===== src/rtl/vqc_pkg.sv =====
package vqc_pkg;
  typedef enum logic {
    MODE_BOOK = 1'b0,
    MODE_DIM  = 1'b1
  } comb_mode_e;
endpackage


===== src/rtl/vqc_sum_lane.sv =====
module vqc_sum_lane #(
  parameter int N_UNITS = 2,
  parameter int DIST_W  = 12,
  parameter int SUM_W   = 13
) (
  input  logic                        clk,
  input  logic                        rst_n,
  input  logic [N_UNITS*DIST_W-1:0]   parts_flat,
  output logic [SUM_W-1:0]            total
);
  always_comb begin
    total = '0;
    for (int u = 0; u < N_UNITS; u++)
      total = total + SUM_W'(parts_flat[u*DIST_W +: DIST_W]);
  end

  // event wire: some addend exceeds the total, i.e. the sum wrapped
  logic wrap_seen;
  always_comb begin
    wrap_seen = 1'b0;
    for (int u = 0; u < N_UNITS; u++)
      if (SUM_W'(parts_flat[u*DIST_W +: DIST_W]) > total) wrap_seen = 1'b1;
  end

  AST_NO_OVERFLOW: assert property (@(posedge clk) disable iff (!rst_n) !wrap_seen);
endmodule


===== src/rtl/vqc_argmin.sv =====
module vqc_argmin #(
  parameter int CNT = 2,
  parameter int W   = 13,
  parameter int IW  = (CNT > 1) ? $clog2(CNT) : 1
) (
  input  logic               clk,
  input  logic               rst_n,
  input  logic [CNT*W-1:0]   cand_flat,
  output logic [IW-1:0]      best_idx,
  output logic [W-1:0]       best_val
);
  // strict less-than: the first of equal candidates is kept
  always_comb begin
    best_idx = '0;
    best_val = cand_flat[0 +: W];
    for (int i = 1; i < CNT; i++) begin
      if (cand_flat[i*W +: W] < best_val) begin
        best_idx = IW'(i);
        best_val = cand_flat[i*W +: W];
      end
    end
  end

  // event wires for the checks below
  logic below_best;
  logic earlier_equal;
  always_comb begin
    below_best    = 1'b0;
    earlier_equal = 1'b0;
    for (int i = 0; i < CNT; i++) begin
      if (cand_flat[i*W +: W] < best_val) below_best = 1'b1;
      if ((IW'(i) < best_idx) && (cand_flat[i*W +: W] == best_val)) earlier_equal = 1'b1;
    end
  end

  AST_MIN_IS_LOWEST: assert property (@(posedge clk) disable iff (!rst_n) !below_best);
  AST_TIE_TO_FIRST:  assert property (@(posedge clk) disable iff (!rst_n) !earlier_equal);
endmodule


===== src/rtl/vq_cascade_combiner.sv =====
module vq_cascade_combiner #(
  parameter int N_UNITS = 2,
  parameter int N_CODE  = 32,
  parameter int DIST_W  = 12,
  parameter int UNIT_W  = (N_UNITS > 1) ? $clog2(N_UNITS) : 1,
  parameter int LOC_W   = (N_CODE > 1) ? $clog2(N_CODE) : 1,
  parameter int GIDX_W  = UNIT_W + LOC_W,
  parameter int SUM_W   = DIST_W + UNIT_W
) (
  input  logic                              clk,
  input  logic                              rst_n,
  input  logic                              in_valid,
  input  logic                              mode_dim,
  input  logic [N_UNITS*DIST_W-1:0]         win_dist_flat,
  input  logic [N_UNITS*LOC_W-1:0]          win_idx_flat,
  input  logic [N_UNITS*N_CODE*DIST_W-1:0]  part_dist_flat,
  output logic                              out_valid,
  output logic [GIDX_W-1:0]                 out_idx,
  output logic [SUM_W-1:0]                  out_dist
);
  import vqc_pkg::*;

  comb_mode_e mode_sel;
  assign mode_sel = comb_mode_e'(mode_dim);

  // ---- split codebook path: compare the units' winners ----
  logic [N_UNITS*SUM_W-1:0] book_cand;
  for (genvar u = 0; u < N_UNITS; u++) begin : g_book
    assign book_cand[u*SUM_W +: SUM_W] = SUM_W'(win_dist_flat[u*DIST_W +: DIST_W]);
  end

  logic [UNIT_W-1:0] book_unit;
  logic [SUM_W-1:0]  book_dist;
  vqc_argmin #(.CNT(N_UNITS), .W(SUM_W), .IW(UNIT_W)) u_book_min (
    .clk(clk), .rst_n(rst_n), .cand_flat(book_cand),
    .best_idx(book_unit), .best_val(book_dist)
  );

  logic [LOC_W-1:0] book_local;
  assign book_local = win_idx_flat[book_unit*LOC_W +: LOC_W];

  // ---- split vector path: add partials per codevector, then search ----
  logic [N_CODE*SUM_W-1:0] dim_cand;
  for (genvar k = 0; k < N_CODE; k++) begin : g_lane
    logic [N_UNITS*DIST_W-1:0] lane_parts;
    for (genvar u = 0; u < N_UNITS; u++) begin : g_gather
      assign lane_parts[u*DIST_W +: DIST_W] = part_dist_flat[(u*N_CODE+k)*DIST_W +: DIST_W];
    end
    vqc_sum_lane #(.N_UNITS(N_UNITS), .DIST_W(DIST_W), .SUM_W(SUM_W)) u_lane (
      .clk(clk), .rst_n(rst_n), .parts_flat(lane_parts),
      .total(dim_cand[k*SUM_W +: SUM_W])
    );
  end

  logic [LOC_W-1:0] dim_code;
  logic [SUM_W-1:0] dim_dist;
  vqc_argmin #(.CNT(N_CODE), .W(SUM_W), .IW(LOC_W)) u_dim_min (
    .clk(clk), .rst_n(rst_n), .cand_flat(dim_cand),
    .best_idx(dim_code), .best_val(dim_dist)
  );

  // ---- result select and register ----
  logic [GIDX_W-1:0] nxt_idx;
  logic [SUM_W-1:0]  nxt_dist;
  always_comb begin
    if (mode_sel == MODE_DIM) begin
      nxt_idx  = GIDX_W'(dim_code);
      nxt_dist = dim_dist;
    end else begin
      nxt_idx  = {book_unit, book_local};
      nxt_dist = book_dist;
    end
  end

  comb_mode_e res_mode;
  always_ff @(posedge clk) begin
    if (!rst_n) begin
      out_valid <= 1'b0;
      out_idx   <= '0;
      out_dist  <= '0;
      res_mode  <= MODE_BOOK;
    end else begin
      out_valid <= in_valid;
      if (in_valid) begin
        out_idx  <= nxt_idx;
        out_dist <= nxt_dist;
        res_mode <= mode_sel;
      end
    end
  end

  AST_STROBE_FOLLOWS: assert property (@(posedge clk) disable iff (!rst_n) in_valid |=> out_valid);
  AST_STROBE_QUIET:   assert property (@(posedge clk) disable iff (!rst_n) !in_valid |=> !out_valid);
  AST_RESULT_HOLD:    assert property (@(posedge clk) disable iff (!rst_n)
                        !in_valid |=> ($stable(out_idx) && $stable(out_dist)));
  AST_BOOK_RANGE:     assert property (@(posedge clk) disable iff (!rst_n)
                        (out_valid && res_mode == MODE_BOOK) |-> (out_dist >> DIST_W) == '0);
  AST_DIM_UNIT_ZERO:  assert property (@(posedge clk) disable iff (!rst_n)
                        (out_valid && res_mode == MODE_DIM) |-> (out_idx >> LOC_W) == '0);
endmodule


===== config.mk =====
export PLATFORM = sky130hd
export DESIGN_NAME = vq_cascade_combiner
export DESIGN_NICKNAME = d
export VERILOG_FILES = /design/src/rtl/vqc_pkg.sv /design/src/rtl/vqc_sum_lane.sv /design/src/rtl/vqc_argmin.sv /design/src/rtl/vq_cascade_combiner.sv
export SDC_FILE = /design/constraint.sdc
export NUM_CORES = 2
export LEC_CHECK = 0
export BUFFER_PORTS_ARGS = -buffer_cell sky130_fd_sc_hd__buf_4
export CORE_AREA = 2 2 322 324
export CTS_BUF_LIST = sky130_fd_sc_hd__clkbuf_2
export DETAILED_ROUTE_END_ITERATION = 10
export DIE_AREA = 0 0 324 326
export GPL_TIMING_DRIVEN = 0
export SETUP_SLACK_MARGIN = 0.2
export SYNTH_ARGS = -nofsm -noshare
export SYNTH_HDL_FRONTEND = slang
export SYNTH_SLANG_ARGS = --single-unit

===== constraint.sdc =====
create_clock -name clk -period 102.2 [get_ports clk]
set_input_delay 10.22 -clock clk [delete_from_list [all_inputs] [get_ports clk]]
set_output_delay 10.22 -clock clk [all_outputs]
set_load 0.01 [all_outputs]

======== Word-level counts from Yosys, hierarchy flattened ========
Cells that the tools add are included.
word-level totals
  bits in registers ....................... 20
  word-level logic and storage cells ...... 135
cells by class
  shift-type cells ........................ 1
  order comparisons ....................... 32
  mux-type cells .......................... 66
  add/sub/neg operators ................... 32
  multipliers ............................. 1
operators by type and width
  operator               number
  $add A12 B12 Y13       32
  $mux W13               32
  $lt A13 B13 Y1         31
  $mux W5                16
  $mux W4                8
  $lt A12 B12 Y1         1
  $mux W12               1
  $mux W3                4
  $shiftx A10 B5 Y5      1
  $mux W6                1
  $mul A1 B3 Y4 const B  1
  $mux W2                2
  $mux W1                2

======== Longest topological paths before layout ========
  depth after elaboration ................. 64
  mapped depth ............................ 402
  gate-level depth less buffers ........... 355

======== Cells and area by module ========
Synthesis repeated with hierarchy kept, for this count alone.
second synthesis, totals
  cells, all modules ...................... 5,385
  area total of the unflattened synthesis .. 39,372.8 um^2
by module, submodules not included
  module                                 area each (um^2)  cells an instance  times used
  vqc_argmin at u_dim_min                17,873.4          2,602              1
  vqc_sum_lane at g_lane[18].u_lane ...  625.6             82                 18
  vqc_sum_lane at g_lane[0].u_lane ...   628.1             82                 9
  vqc_sum_lane at g_lane[31].u_lane ...  623.1             83                 3
  vqc_sum_lane at g_lane[8].u_lane ...   629.4             83                 2
  vq_cascade_combiner                    943.4             96                 1
  vqc_argmin at u_book_min               514.2             58                 1

======== Worst setup path after synthesis ========
No wires, ideal clock.
  kind .................................... input-to-reg
  start ................................... input port part_dist_flat[0]
  end ..................................... register out_dist[3]
  required time ........................... 102,078 ps
  setup time .............................. 122 ps
  slack ................................... 26,251 ps
  data arrival time ....................... 75,827 ps
  stages .................................. 355
  path buffers ............................ 49
  path through ............................ ha_1 > inv_1 > fa_1 > nor2b_1 > o31a_1 > o21ai_1 > o21ai_0 > a21oi_1 > xnor2_1 > ha_1 > and4_1 > a2111o_1 > o22ai_1 > maj3_2 > o21a_1 > clkbuf_1 > nor2_1 > a21oi_1 > (+319 left out) > a21o_1 > buf_2 > mux2_1 > inv_1 > ha_1 > a21oi_1 > nor2b_1 > o21ai_0 > nand2b_1 > a21oi_1 > nor2b_1 > o21ai_0 > nand2b_1 > or3_1 > o31a_1 > buf_2 > nor2b_1 > o311a_1
on the way
  longest elaborated chain between the ends .. 64
RTL lines
  element                 RTL line                   RTL
  start: declaration      vq_cascade_combiner.sv:16  input logic [N_UNITS*N_CODE*DIST_W-1:0] part_dist_flat,
  $add A12 B12 Y13 *      vqc_sum_lane.sv:14         total = total + SUM_W'(parts_flat[u*DIST_W +: DIST_W]);
  $lt A13 B13 Y1          vqc_argmin.sv:17           if (cand_flat[i*W +: W] < best_val) begin
  $mux W13 *              vqc_argmin.sv:17
  $lt A13 B13 Y1          vqc_argmin.sv:17
  $mux W13 *              vqc_argmin.sv:17
  $lt A13 B13 Y1          vqc_argmin.sv:17
  $mux W13 *              vqc_argmin.sv:17
  $lt A13 B13 Y1          vqc_argmin.sv:17
  (+48 left out)          -
  $mux W13 *              vqc_argmin.sv:17
  $lt A13 B13 Y1          vqc_argmin.sv:17
  $mux W13 *              vqc_argmin.sv:17
  $lt A13 B13 Y1          vqc_argmin.sv:17
  $mux W13 *              vqc_argmin.sv:17
  $lt A13 B13 Y1          vqc_argmin.sv:17
  $mux W13 *              vqc_argmin.sv:17
  $mux W13 *              vq_cascade_combiner.sv:66  if (mode_sel == MODE_DIM) begin
  end signal: assignment  vq_cascade_combiner.sv:86  out_dist <= nxt_dist;
  end: declaration        vq_cascade_combiner.sv:19  output logic [SUM_W-1:0] out_dist
Mark *: on every way between the ends. The rest lies on a longest branch, timed or not.
A chain may end at the register's enable or synchronous reset.

======== Worst setup path in the final report ========
  start ................................... input port part_dist_flat[0]
  end ..................................... register out_dist[1]
Same word-level chain as after synthesis.

==> impl_metrics.toml <==
[status]
status = "finished clean"

[setup_path]
worstReg2RegEnd = "out_idx[2]"
crit_path_start_kind = "input pin"
cp-end-kind = "flop"
worst_path_max_delay_cell = "o21ai_0"
path_class = "in2reg"
path_buf_inv = 61
r2r_slack_ns = 101.31
r2r-start = "out_idx[2]"
crit_family = "compound AO/OA/AOI/OAI gates"
cp.required_ns = 102.44
crit_cells = 354
crit_fanout = 10
worst-endpoint-arrival_ns = 92.98
slowest_delay_ns = 0.81
path_common_cell = "clkbuf_1"
worstRegToRegCells = 2

[floorplan]
ios = 826
die_w_um = 324
row_count = 118
start_util = 0.312
dieArea_um2 = 106000
fp.dieH_um = 326
core_um2 = 103000

[global_routing]
grt_overflow = 0
grt_pass1_wl_mm = 199
grt.total_usage = 0.242
grt_pass1_vias = 33876
antenna_found_initial = 27
grt_max_degree = 13

[hold_path]
worstHoldPathType = "reg2reg"
whs_endpoint = "out_idx[4]"
hold_path_startpoint = "out_idx[4]"
min_path_cells = 2

[synth]
ys_seq_area_frac = 0.0125
synthTopCellsByArea = "ha_1 26%, xnor2_1 9.1%, a21oi_1 8.4%"
synth_edf_count = 0
synthTopCellsByCount = "656 x ha_1, 535 x a21oi_1, 389 x inv_1"
synth.most_common_cell = "ha_1"
yosysWarnings = 0
yosys.area.top_type_share = 0.256
synth_async_sr_flop_share = 0
yosysUniqueCellTypes = 133
ys_ff_latch = 20
synth_ff_type = "dfxtp_1"
syn_avg_cell_area_um2 = 7.31
synth_largest_area_cell = "ha_1"
synthesis.area_um2 = 32000
synth_cells = 4378
syn_nets = 5872

[sta]
worstMarginPinSlew_ns = 1.15
tns_ns = 0
slew_violations = 0
min_period_ns = 92.73
fin_crit_sh = 0.907
setup_viol = 0
rsz0062_at_grt = "no"
finClkSkew_ns = 0
slew_headroom = 0.228
hold_violations = 0
timing.fmax_mhz = 10.8

[place]
hpwl_mm = 123
routabilityCongestion = 0.947
io_buffers = 824

[clocking]
cts_tree = "built"
cts.reportedPaths.clkPinSlew_ns = 0.20
clk_latency_ns = 0.33
cts-root-buf = "clkbuf_2"
postCtsHoldBufs = 0
cts-resized-gates = 0
cts_inserted_buffers = 3
cts_setup_buffers = 0
cts_htree_levels = 1
clk_path_buf_depth = 2
clkSinkCount = 20

[cells_and_area]
fin_nets = 6701
area_growth_pct = 25.0
drive_gt1_frac = 0.197
fillCellCount = 10759

[detailed_routing]
wirelength_mm = 135
routed_via_density = 5.30
drt-pass1-iter-count = 6
ant_nets = 0
vias = 34989
drc_errors = 0
drt-initial-drc-count = 1960
wire_per_inst_um = 20.4

[flow_run]
max_cap_violations = 0
[worst max-delay path by stage]
stage                                 start     endpoint  slack (ns)
after floorplan           part_dist_flat[0]  out_dist[3]       26.25
after global placement    part_dist_flat[0]  out_dist[6]       10.58
after detailed placement  part_dist_flat[0]  out_dist[6]       10.27
after CTS                 part_dist_flat[0]  out_dist[6]       10.45
after global routing      part_dist_flat[0]  out_dist[1]        2.90
final                     part_dist_flat[0]  out_dist[1]        9.47
[flip-flops by register name, summed over array words and instances (netlist names)]
signal and cells:
out_dist 13, out_valid 1, out_idx 6
[cell families after synthesis]
family,Yosys count,synth area share
DFF,20,0.0125
buffers and inverters,471,0.0572
xor gates and xnor gates,377,0.103
muxes,173,0.0572
adders and majority gates,709,0.283
AOI/OAI and AO/OA,1570,0.324
and+or+nand+nor,1058,0.162
[metrics by stage]
stage	area (µm²)	std cells	hold slack, ns	util	setup WS [ns]
floorplan	32000	4378	0.492	-	26.25
global placement	39900	6582	0.459	0.389	10.58
finish	40000	6606	0.493	0.390	9.47
CTS	40000	6586	0.489	0.389	10.45
detailed placement	39900	6582	0.468	0.389	10.27
global route	40000	6606	0.533	0.390	2.90
[worst reg2reg max path, stage by stage, from the launching register on]
cell,delay [ns]
dfxtp_1,0.49
o221ai_1,0.18
a31oi_1,0.18
[placed cells by master (no fill, tap or decap), types with 34 or more instances in the layout]
cell,count
a31oi_1,39
mux2_2,41
buf_4,828
nor2_1,274
inv_1,389
o21ai_0,255
xnor2_1,334
nor2b_1,71
ha_1,656
a21o_1,122
o21bai_1,228
clkbuf_1,56
nand3_1,66
xor2_1,42
mux2i_1,111
nand2_1,320
a21oi_1,535
o211ai_1,34
nor3_1,47
nand2b_1,78
[layout make-up]
class	count	area (µm²)	area share
Antenna cell	20	50.0	0.00125
Buffer	80	362	0.00904
Clock buffer	3	15.0	0.000375
Clock inverter	1	30.0	0.000751
Inverter	391	1470	0.0367
Multi-Input combinational cell	3887	29800	0.744
Sequential cell	20	400	0.0100
Tap cell	1380	1730	0.0432
Timing Repair Buffer	824	6190	0.155
[metal layers]
layer  track usage  vias up  wire length (µm)
li1              -    17733                 -
met1         0.309    16099             59200
met2         0.423     1034             64500
met3        0.0340      111              7680
met4        0.0631       12              3040
met5             0        -                81
Power is not shown: default switching activity piles up to over one toggle a cycle in this logic, so the estimate is an artifact.
